==> src/rtl/timer8_pkg.sv <==
// Package: shared widths, register addresses, field encodings and the
// control byte layout for the eight-bit dual-compare timer.
package timer8_pkg;

    localparam int unsigned CNT_W  = 8;
    localparam int unsigned BUS_W  = 8;
    localparam int unsigned ADDR_W = 3;

    // Register addresses on the CPU bus
    localparam logic [ADDR_W-1:0] REG_COUNT = 3'd0;
    localparam logic [ADDR_W-1:0] REG_CMPA  = 3'd1;
    localparam logic [ADDR_W-1:0] REG_CMPB  = 3'd2;
    localparam logic [ADDR_W-1:0] REG_CTRL  = 3'd3;
    localparam logic [ADDR_W-1:0] REG_STAT  = 3'd4;

    // Clock-select codes with a fixed meaning
    localparam logic [2:0] CS_HOLD = 3'd0;
    localparam logic [2:0] CS_EXT  = 3'd7;

    typedef enum logic [1:0] {
        CLR_NONE   = 2'b00,
        CLR_ON_A   = 2'b01,
        CLR_ON_B   = 2'b10,
        CLR_ON_EXT = 2'b11
    } clr_sel_e;

    typedef enum logic [1:0] {
        PIN_KEEP   = 2'b00,
        PIN_LOW    = 2'b01,
        PIN_HIGH   = 2'b10,
        PIN_TOGGLE = 2'b11
    } pin_act_e;

    // Control byte, MSB first
    typedef struct packed {
        logic       ie_ovf;
        logic       ie_b;
        logic       ie_a;
        clr_sel_e   clr;
        logic [2:0] clk_sel;
    } ctrl_t;

endpackage

==> src/rtl/timer8_prescaler.sv <==
// Free-running prescaler. Tap i pulses for one cycle out of every 2^(2i+1).
// Assumes PSC_W >= 2*N_TAPS-1 so that every tap has its bits.
module timer8_prescaler #(
    parameter int unsigned PSC_W  = 11,
    parameter int unsigned N_TAPS = 6
) (
    input  logic              clk,
    input  logic              rst_n,
    input  logic              reinit,
    output logic [N_TAPS-1:0] tap
);

    logic [PSC_W-1:0] psc_q;

    // Advance the shared divider chain every cycle
    always_ff @(posedge clk) begin
        if (!rst_n || reinit) psc_q <= '0;
        else                  psc_q <= psc_q + 1'b1;
    end

    // Each tap fires when its low-order bits are all ones
    for (genvar i = 0; i < N_TAPS; i++) begin : g_tap
        localparam int unsigned TOP = 2 * i;
        assign tap[i] = &psc_q[TOP:0];
    end

    p_tap_alternates_r2: assert property (@(posedge clk) disable iff (!rst_n)
        tap[0] |=> !tap[0]);

endmodule

==> src/rtl/timer8_edge_sync.sv <==
// Brings an asynchronous input into the clock domain through STAGES flops
// and gives a one-cycle pulse on each synchronized rising edge.
// Assumes the input stays high and low for at least two clock cycles each.
module timer8_edge_sync #(
    parameter int unsigned STAGES = 2
) (
    input  logic clk,
    input  logic rst_n,
    input  logic reinit,
    input  logic async_in,
    output logic rise
);

    logic [STAGES-1:0] sync_q;
    logic              last_q;

    // Shift the input through the synchronizer and keep the last settled level
    always_ff @(posedge clk) begin
        if (!rst_n || reinit) begin
            sync_q <= '0;
            last_q <= 1'b0;
        end else begin
            sync_q <= {sync_q[STAGES-2:0], async_in};
            last_q <= sync_q[STAGES-1];
        end
    end

    assign rise = sync_q[STAGES-1] & ~last_q;

    p_one_pulse_per_edge_r2: assert property (@(posedge clk) disable iff (!rst_n)
        rise |=> !rise);

endmodule

==> src/rtl/timer8_compare.sv <==
// One compare channel. It reports a hit when the counter starts to equal
// the compare value. The cycle of a bus write to the compare register
// is excluded, and it freezes the equality history.
module timer8_compare #(
    parameter int unsigned W = 8
) (
    input  logic         clk,
    input  logic         rst_n,
    input  logic         reinit,
    input  logic [W-1:0] count,
    input  logic [W-1:0] cmp,
    input  logic         cmp_wr,
    output logic         hit
);

    logic eq_now;
    logic eq_q;

    // Equality is masked in the cycle the compare value is being written
    assign eq_now = (count == cmp) && !cmp_wr;

    // Remember equality from the last cycle that was compared
    always_ff @(posedge clk) begin
        if (!rst_n || reinit) eq_q <= 1'b0;
        else if (!cmp_wr)     eq_q <= eq_now;
    end

    assign hit = eq_now & ~eq_q;

    p_hit_is_single_r6: assert property (@(posedge clk) disable iff (!rst_n)
        hit |=> !hit);

endmodule

==> src/rtl/timer8_wave.sv <==
// Waveform output. It applies the pin action for a compare hit, and
// channel B has priority when both channels hit in the same cycle.
module timer8_wave
    import timer8_pkg::*;
(
    input  logic     clk,
    input  logic     rst_n,
    input  logic     reinit,
    input  logic     hit_a,
    input  logic     hit_b,
    input  pin_act_e act_a,
    input  pin_act_e act_b,
    output logic     wave
);

    // Next pin level for one action code
    function automatic logic apply_act(input logic cur, input pin_act_e act);
        case (act)
            PIN_LOW:    return 1'b0;
            PIN_HIGH:   return 1'b1;
            PIN_TOGGLE: return ~cur;
            default:    return cur;
        endcase
    endfunction

    // Update the pin on a hit, with channel B taking priority
    always_ff @(posedge clk) begin
        if (!rst_n || reinit) wave <= 1'b0;
        else if (hit_b)       wave <= apply_act(wave, act_b);
        else if (hit_a)       wave <= apply_act(wave, act_a);
    end

    p_b_low_wins_r9: assert property (@(posedge clk) disable iff (!rst_n || reinit)
        (hit_b && act_b == PIN_LOW) |=> !wave);
    p_b_high_wins_r9: assert property (@(posedge clk) disable iff (!rst_n || reinit)
        (hit_b && act_b == PIN_HIGH) |=> wave);

endmodule

==> src/rtl/dual_cmp_timer8.sv <==
// Eight-bit dual-compare timer top. It holds the counter, the compare,
// control and status registers, and the bus decode. It selects the count
// clock and the clear source, and drives the interrupt requests.
// Assumes single-cycle bus writes and combinational reads.
module dual_cmp_timer8
    import timer8_pkg::*;
#(
    parameter int unsigned SYNC_STAGES = 2,
    parameter int unsigned PSC_W       = 11,
    parameter int unsigned N_TAPS      = 6
) (
    input  logic              clk,
    input  logic              rst_n,
    input  logic              reinit,
    input  logic              ext_clk_in,
    input  logic              ext_clr_in,
    input  logic              bus_we,
    input  logic [ADDR_W-1:0] bus_addr,
    input  logic [BUS_W-1:0]  bus_wdata,
    output logic [BUS_W-1:0]  bus_rdata,
    output logic              irq_cma,
    output logic              irq_cmb,
    output logic              irq_ovf,
    output logic              wave_out
);

    localparam logic [CNT_W-1:0] CNT_MAX = {CNT_W{1'b1}};

    logic [CNT_W-1:0]  cnt_q;
    logic [CNT_W-1:0]  cmpa_q;
    logic [CNT_W-1:0]  cmpb_q;
    ctrl_t             ctrl_q;
    pin_act_e          act_a_q;
    pin_act_e          act_b_q;
    logic              flag_a;
    logic              flag_b;
    logic              flag_ovf;

    logic [N_TAPS-1:0] tap;
    logic              ext_clk_rise;
    logic              ext_clr_rise;
    logic              hit_a;
    logic              hit_b;
    logic              tick;
    logic              do_clear;
    logic              ovf_set;

    logic cnt_wr;
    logic cmpa_wr;
    logic cmpb_wr;
    logic ctrl_wr;
    logic stat_wr;

    // Bus write decode
    assign cnt_wr  = bus_we && (bus_addr == REG_COUNT);
    assign cmpa_wr = bus_we && (bus_addr == REG_CMPA);
    assign cmpb_wr = bus_we && (bus_addr == REG_CMPB);
    assign ctrl_wr = bus_we && (bus_addr == REG_CTRL);
    assign stat_wr = bus_we && (bus_addr == REG_STAT);

    timer8_prescaler #(.PSC_W(PSC_W), .N_TAPS(N_TAPS)) u_psc (
        .clk    (clk),
        .rst_n  (rst_n),
        .reinit (reinit),
        .tap    (tap)
    );

    timer8_edge_sync #(.STAGES(SYNC_STAGES)) u_sync_clk (
        .clk      (clk),
        .rst_n    (rst_n),
        .reinit   (reinit),
        .async_in (ext_clk_in),
        .rise     (ext_clk_rise)
    );

    timer8_edge_sync #(.STAGES(SYNC_STAGES)) u_sync_clr (
        .clk      (clk),
        .rst_n    (rst_n),
        .reinit   (reinit),
        .async_in (ext_clr_in),
        .rise     (ext_clr_rise)
    );

    timer8_compare #(.W(CNT_W)) u_cmp_a (
        .clk    (clk),
        .rst_n  (rst_n),
        .reinit (reinit),
        .count  (cnt_q),
        .cmp    (cmpa_q),
        .cmp_wr (cmpa_wr),
        .hit    (hit_a)
    );

    timer8_compare #(.W(CNT_W)) u_cmp_b (
        .clk    (clk),
        .rst_n  (rst_n),
        .reinit (reinit),
        .count  (cnt_q),
        .cmp    (cmpb_q),
        .cmp_wr (cmpb_wr),
        .hit    (hit_b)
    );

    timer8_wave u_wave (
        .clk    (clk),
        .rst_n  (rst_n),
        .reinit (reinit),
        .hit_a  (hit_a),
        .hit_b  (hit_b),
        .act_a  (act_a_q),
        .act_b  (act_b_q),
        .wave   (wave_out)
    );

    // Count-clock select: hold, one prescaler tap, or the external edge
    always_comb begin
        tick = 1'b0;
        if (ctrl_q.clk_sel == CS_EXT) tick = ext_clk_rise;
        for (int i = 0; i < N_TAPS; i++) begin
            if (ctrl_q.clk_sel == 3'(i + 1)) tick = tap[i];
        end
    end

    // Clear-source select
    always_comb begin
        case (ctrl_q.clr)
            CLR_ON_A:   do_clear = hit_a;
            CLR_ON_B:   do_clear = hit_b;
            CLR_ON_EXT: do_clear = ext_clr_rise;
            default:    do_clear = 1'b0;
        endcase
    end

    assign ovf_set = tick && !cnt_wr && !do_clear && (cnt_q == CNT_MAX);

    // Counter: a bus write first, then a clear, then an increment
    always_ff @(posedge clk) begin
        if (!rst_n || reinit) cnt_q <= '0;
        else if (cnt_wr)      cnt_q <= bus_wdata;
        else if (do_clear)    cnt_q <= '0;
        else if (tick)        cnt_q <= cnt_q + 1'b1;
    end

    // Compare, control and pin-action registers
    always_ff @(posedge clk) begin
        if (!rst_n || reinit) begin
            cmpa_q  <= CNT_MAX;
            cmpb_q  <= CNT_MAX;
            ctrl_q  <= '0;
            act_a_q <= PIN_KEEP;
            act_b_q <= PIN_KEEP;
        end else begin
            if (cmpa_wr) cmpa_q <= bus_wdata;
            if (cmpb_wr) cmpb_q <= bus_wdata;
            if (ctrl_wr) ctrl_q <= ctrl_t'(bus_wdata);
            if (stat_wr) begin
                act_a_q <= pin_act_e'(bus_wdata[5:4]);
                act_b_q <= pin_act_e'(bus_wdata[7:6]);
            end
        end
    end

    // Flags: a hardware set wins over a write of 0
    always_ff @(posedge clk) begin
        if (!rst_n || reinit) begin
            flag_a   <= 1'b0;
            flag_b   <= 1'b0;
            flag_ovf <= 1'b0;
        end else begin
            flag_a   <= hit_a   | (flag_a   & ~(stat_wr & ~bus_wdata[0]));
            flag_b   <= hit_b   | (flag_b   & ~(stat_wr & ~bus_wdata[1]));
            flag_ovf <= ovf_set | (flag_ovf & ~(stat_wr & ~bus_wdata[2]));
        end
    end

    // Interrupt requests are the flags qualified by their enables
    assign irq_cma = flag_a   & ctrl_q.ie_a;
    assign irq_cmb = flag_b   & ctrl_q.ie_b;
    assign irq_ovf = flag_ovf & ctrl_q.ie_ovf;

    // Register read mux
    always_comb begin
        case (bus_addr)
            REG_COUNT: bus_rdata = cnt_q;
            REG_CMPA:  bus_rdata = cmpa_q;
            REG_CMPB:  bus_rdata = cmpb_q;
            REG_CTRL:  bus_rdata = ctrl_q;
            REG_STAT:  bus_rdata = {act_b_q, act_a_q, 1'b0, flag_ovf, flag_b, flag_a};
            default:   bus_rdata = '0;
        endcase
    end

    p_write_wins_r3: assert property (@(posedge clk) disable iff (!rst_n || reinit)
        (bus_we && bus_addr == REG_COUNT) |=> cnt_q == $past(bus_wdata));
    p_hold_code_r2: assert property (@(posedge clk) disable iff (!rst_n || reinit)
        (ctrl_q.clk_sel == CS_HOLD && ctrl_q.clr == CLR_NONE && !cnt_wr) |=> $stable(cnt_q));
    p_clear_on_a_r4: assert property (@(posedge clk) disable iff (!rst_n || reinit)
        (ctrl_q.clr == CLR_ON_A && hit_a && !cnt_wr) |=> cnt_q == '0);
    p_wrap_sets_flag_r5: assert property (@(posedge clk) disable iff (!rst_n || reinit)
        (cnt_q == CNT_MAX && tick && !cnt_wr && !do_clear) |=> (flag_ovf && cnt_q == '0));
    p_write_blocks_match_r6: assert property (@(posedge clk) disable iff (!rst_n || reinit)
        (cmpa_wr && !flag_a) |=> !flag_a);
    p_irq_follows_hit_r7: assert property (@(posedge clk) disable iff (!rst_n || reinit)
        (hit_a && ctrl_q.ie_a && !ctrl_wr) |=> irq_cma);
    p_flag_holds_r8: assert property (@(posedge clk) disable iff (!rst_n || reinit)
        (flag_a && !(stat_wr && !bus_wdata[0])) |=> flag_a);
    p_reinit_values_r10: assert property (@(posedge clk) disable iff (!rst_n)
        reinit |=> (cnt_q == '0 && cmpa_q == CNT_MAX && cmpb_q == CNT_MAX && !wave_out));

endmodule

==> config.mk <==
export PLATFORM = sky130hd
export DESIGN_NAME = dual_cmp_timer8
export DESIGN_NICKNAME = d
export VERILOG_FILES = /design/src/rtl/timer8_pkg.sv /design/src/rtl/timer8_prescaler.sv /design/src/rtl/timer8_edge_sync.sv /design/src/rtl/timer8_compare.sv /design/src/rtl/timer8_wave.sv /design/src/rtl/dual_cmp_timer8.sv
export SDC_FILE = /design/constraint.sdc
export NUM_CORES = 1
export LEC_CHECK = 0
export ABC_CLOCK_PERIOD_IN_PS = 2550
export BUFFER_PORTS_ARGS = -buffer_cell sky130_fd_sc_hd__buf_2
export CORE_AREA = 2 2 76 78
export CTS_CLUSTER_SIZE = 12
export DETAILED_ROUTE_END_ITERATION = 6
export DIE_AREA = 0 0 78 80
export PLACE_DENSITY = 0.77
export SETUP_SLACK_MARGIN = 0.2
export SLEW_MARGIN = 0
export SYNTH_ARGS = -nofsm -noshare
export SYNTH_HDL_FRONTEND = slang
export SYNTH_SLANG_ARGS = --single-unit
==> constraint.sdc <==
create_clock -name clk -period 2.55 [get_ports clk]
set_input_delay 0.51 -clock clk [delete_from_list [all_inputs] [get_ports clk]]
set_output_delay 0.51 -clock clk [all_outputs]
set_load 0.02 [all_outputs]
==> flow_summary.yaml <==
routing:
  num_vias: 2758
  wl_per_cell_um: 17.2
  ant_nets: 0
  route.detailed.drc: 0
  drtIter0Drc: 294
  wirelength_um: 8050
  viasPerCell: 5.89
  dr.pass1.iters: 5
layout:
  final_cells: 468
  multiInputGateArea_um2: 1800
  fillCellCount: 455
  n_antenna_cell: 0
  design_area_um2: 3500
  area_delta_synth_final_pct: 14.6
  drive_above_1_share_pct: 18.2
  seq_area_um2: 1180
  fin_nets: 415
worst_setup_path:
  arrival_ns: 2.51
  crit_type: "flop to flop"
  crit_required_ns: 2.81
  critical-path-slowest-cell: "dfxtp_2"
  worstPathCellList: "ha_4, nand3_4, nor2_4, and2_1, ha_1, mux2_2, a21o_1, a32o_2, a31oi_1, a32oi_1, a211oi_1"
  r2r_start: "u_psc.psc_q[0]"
  max_stage_delay_ns: 0.35
  worst_r2r_path_depth: 11
  crit_fanout: 6
  reg2reg_slack_ns: 0.30
  timing.rr.end: "cnt_q[2]"
  endpoint_kind: "flop"
  startpoint_type: "flop"
yosys:
  synth.distinct_cells: 47
  synthCells: 363
  avgSynthCellArea_um2: 8.43
  yosysWarningCount: 0
  synth_nets: 387
  async_reset_ff_share_pct: 0
  synth_edf_count: 0
  yosysSeqAreaShare_pct: 38.6
  synth_flop_cell: "dfxtp_1"
  syn_area_um2: 3060
  synth-seq-cells: 59
min_path:
  min_from: "ext_clk_in"
  hold_class: "primary input to flop"
  min_to: "u_sync_clk.sync_q[0]"
  hold_depth: 2
clocking:
  root_buffer: "clkbuf_8"
  cts_tree: "built"
  clkTransAtPathRegs_ns: 0.07
  htree_levels: 3
  clock_sinks: 59
  cts_buffers: 9
  cts_setup_buffers: 0
  hold_buffers: 0
  cts_buffer_depth: 2
  insertion_delay_ns: 0.34
sta:
  finalClockSkew_ns: 0.00914
  post-route-period-util_pct: 88.4
  final-setup-viol-count: 0
  tns_ns: 0
  rsz0062_at_grt: "no"
  hold_violations: 0
  period_needed_ns: 2.25
  slew_headroom_pct: 63.5
  timing.fmax_ghz: 0.444
  tightest_slew_ns: 0.543
  slew_violations: 0
  fin_ws_ns: 0.295
floorplanning:
  core_area_um2: 5410
  die_w_um: 78
  ios: 29
  start_util_pct: 56.6
  die_area_um2: 6240
  rows: 27
  fp.dieH_um: 80
placement:
  dp_hpwl_um: 5590
  dp_cells: 451
  place.gp.congestion: 0.916
  place_ws_ns: 0.115
  port_buffers: 28
  placed_area_um2: 3250
pwr:
  p_leak_uw: 0.00147
  vdd.ir_drop.worst_mv: 0.402
  powerDensity_nw_per_um2: 555
global_route:
  grt_overflow: 0
  antenna_found_initial: 0
  grt_use_total_pct: 26.7
  grt_pass1_vias: 2529
  grt_max_degree: 26
  grt_first_pass_wirelength_um: 12500
job:
  maxCapViolCount: 0
outcome:
  status: "complete, no violations"
[worst max-delay path by stage]
stage,depth (start not counted),startpoint,endpoint
floorplan,12,u_psc.psc_q[0],cnt_q[2]
global placement,11,u_psc.psc_q[0],cnt_q[3]
detailed placement,11,u_psc.psc_q[0],cnt_q[3]
CTS,11,u_psc.psc_q[0],cnt_q[3]
global route,11,u_psc.psc_q[0],cnt_q[2]
finish,11,u_psc.psc_q[0],cnt_q[2]
[state kept, by name (all words and copies together) (netlist names)]
| register | flops |
|---|---|
| act_a_q | 2 |
| act_b_q | 2 |
| cmpa_q | 8 |
| cmpb_q | 8 |
| cnt_q | 8 |
| ctrl_q | 8 |
| flag_a | 1 |
| flag_b | 1 |
| flag_ovf | 1 |
| u_cmp_a.eq_q | 1 |
| u_cmp_b.eq_q | 1 |
| u_psc.psc_q | 11 |
| u_sync_clk.last_q | 1 |
| u_sync_clk.sync_q | 2 |
| u_sync_clr.last_q | 1 |
| u_sync_clr.sync_q | 2 |
| u_wave.wave | 1 |
[placed cells by master, fill, tap and decap left out, types with 3 or more instances in the layout]
| cell | netlist | layout |
|---|---|---|
| and2_1 | 15 | 15 |
| o22ai_1 | 5 | 5 |
| dfxtp_1 | 59 | 58 |
| nand3_1 | 30 | 29 |
| a21oi_1 | 20 | 20 |
| nand2b_1 | 4 | 3 |
| o21ai_0 | 10 | 10 |
| clkbuf_8 | 1 | 10 |
| a211oi_1 | 4 | 3 |
| mux2i_1 | 14 | 14 |
| a22oi_1 | 5 | 5 |
| nor2b_1 | 5 | 4 |
| buf_2 | 3 | 28 |
| nor2_1 | 27 | 26 |
| clkinv_2 | 0 | 3 |
| and3_1 | 3 | 3 |
| xor2_1 | 21 | 21 |
| nand2_1 | 64 | 64 |
| buf_4 | 0 | 9 |
| ha_1 | 7 | 6 |
| inv_1 | 9 | 9 |
| nand4_1 | 5 | 5 |
[layout make-up]
class / count / share of cell area (%)
multi-input combinational: 275 / 51.3
sequential: 59 / 33.7
clock buffer: 11 / 4.03
clock inverter: 5 / 1.50
timing repair buffer: 37 / 5.93
tap: 72 / 2.57
inverter: 9 / 0.964
[cell usage after synthesis, types with 4 or more instances]
cell	number	area, µm²
nand4_1	5	31.3
xor2_1	21	184
nand3_1	30	150
a211oi_1	4	30.0
nand2b_1	4	25.0
clkbuf_1	12	45.0
inv_1	9	33.8
nor2_1	27	101
mux2i_1	14	140
a21oi_1	20	100
a22oi_1	5	37.5
nand2_1	64	240
ha_1	7	87.6
nor2b_1	5	31.3
o22ai_1	5	31.3
and2_1	15	93.8
dfxtp_1	59	1180
o21ai_0	10	50.1
[through the flow]
stage	total power, µW	util (%)	hold WS [ns]
floorplan	1060	-	0.406
global placement	1120	60.2	0.409
detailed placement	1120	60.2	0.418
CTS	1960	64.0	0.357
global route	2020	64.8	0.372
finish	1950	64.8	0.366
[critical path: cells and delay by family (launching register included)]
| family | cells | cell delay (ns) |
|---|---|---|
| muxes | 1 | 0.26 |
| AOI/OAI and AO/OA | 5 | 0.91 |
| DFF | 1 | 0.35 |
| and+or+nand+nor | 3 | 0.31 |
| adders and majority gates | 2 | 0.35 |
[repair_timing]
action / in CTS / in global routing
pin swaps: 0 / 5
gates cloned: 0 / 1
gates resized for setup: 3 / 8
hold endpoints to repair: 0 / 0
endpoints found under the setup margin: 5 / 9
[report_power, final]
part	leakage [µW]	internal (µW)	switching, µW
Clock	0.0000991	472	368
Sequential	0.000477	931	11.4
Combinational	0.000894	61.3	101
[routing by layer]
layer / share of wire (%) / global-route usage (%) / vias to the layer above
met5: 0 / 0 / -
met4: 3.7 / 13.5 / 0
met3: 7.3 / 6.11 / 25
met2: 46 / 43.8 / 135
met1: 43 / 32.9 / 1277
li1: - / - / 1321
[cells by family (layout without fill, tap and decap cells)]
family,count (synthesis),count (layout),share of synthesized area [%]
flops,59,59,38.6
buf+inv,30,62,4.62
xor+xnor,24,24,7.12
simple gates,167,167,27.3
compound gates,57,58,11.8
mux,19,19,7.65
fa+ha+maj,7,7,2.86
Note: power is estimated with default switching activity, not from simulation.
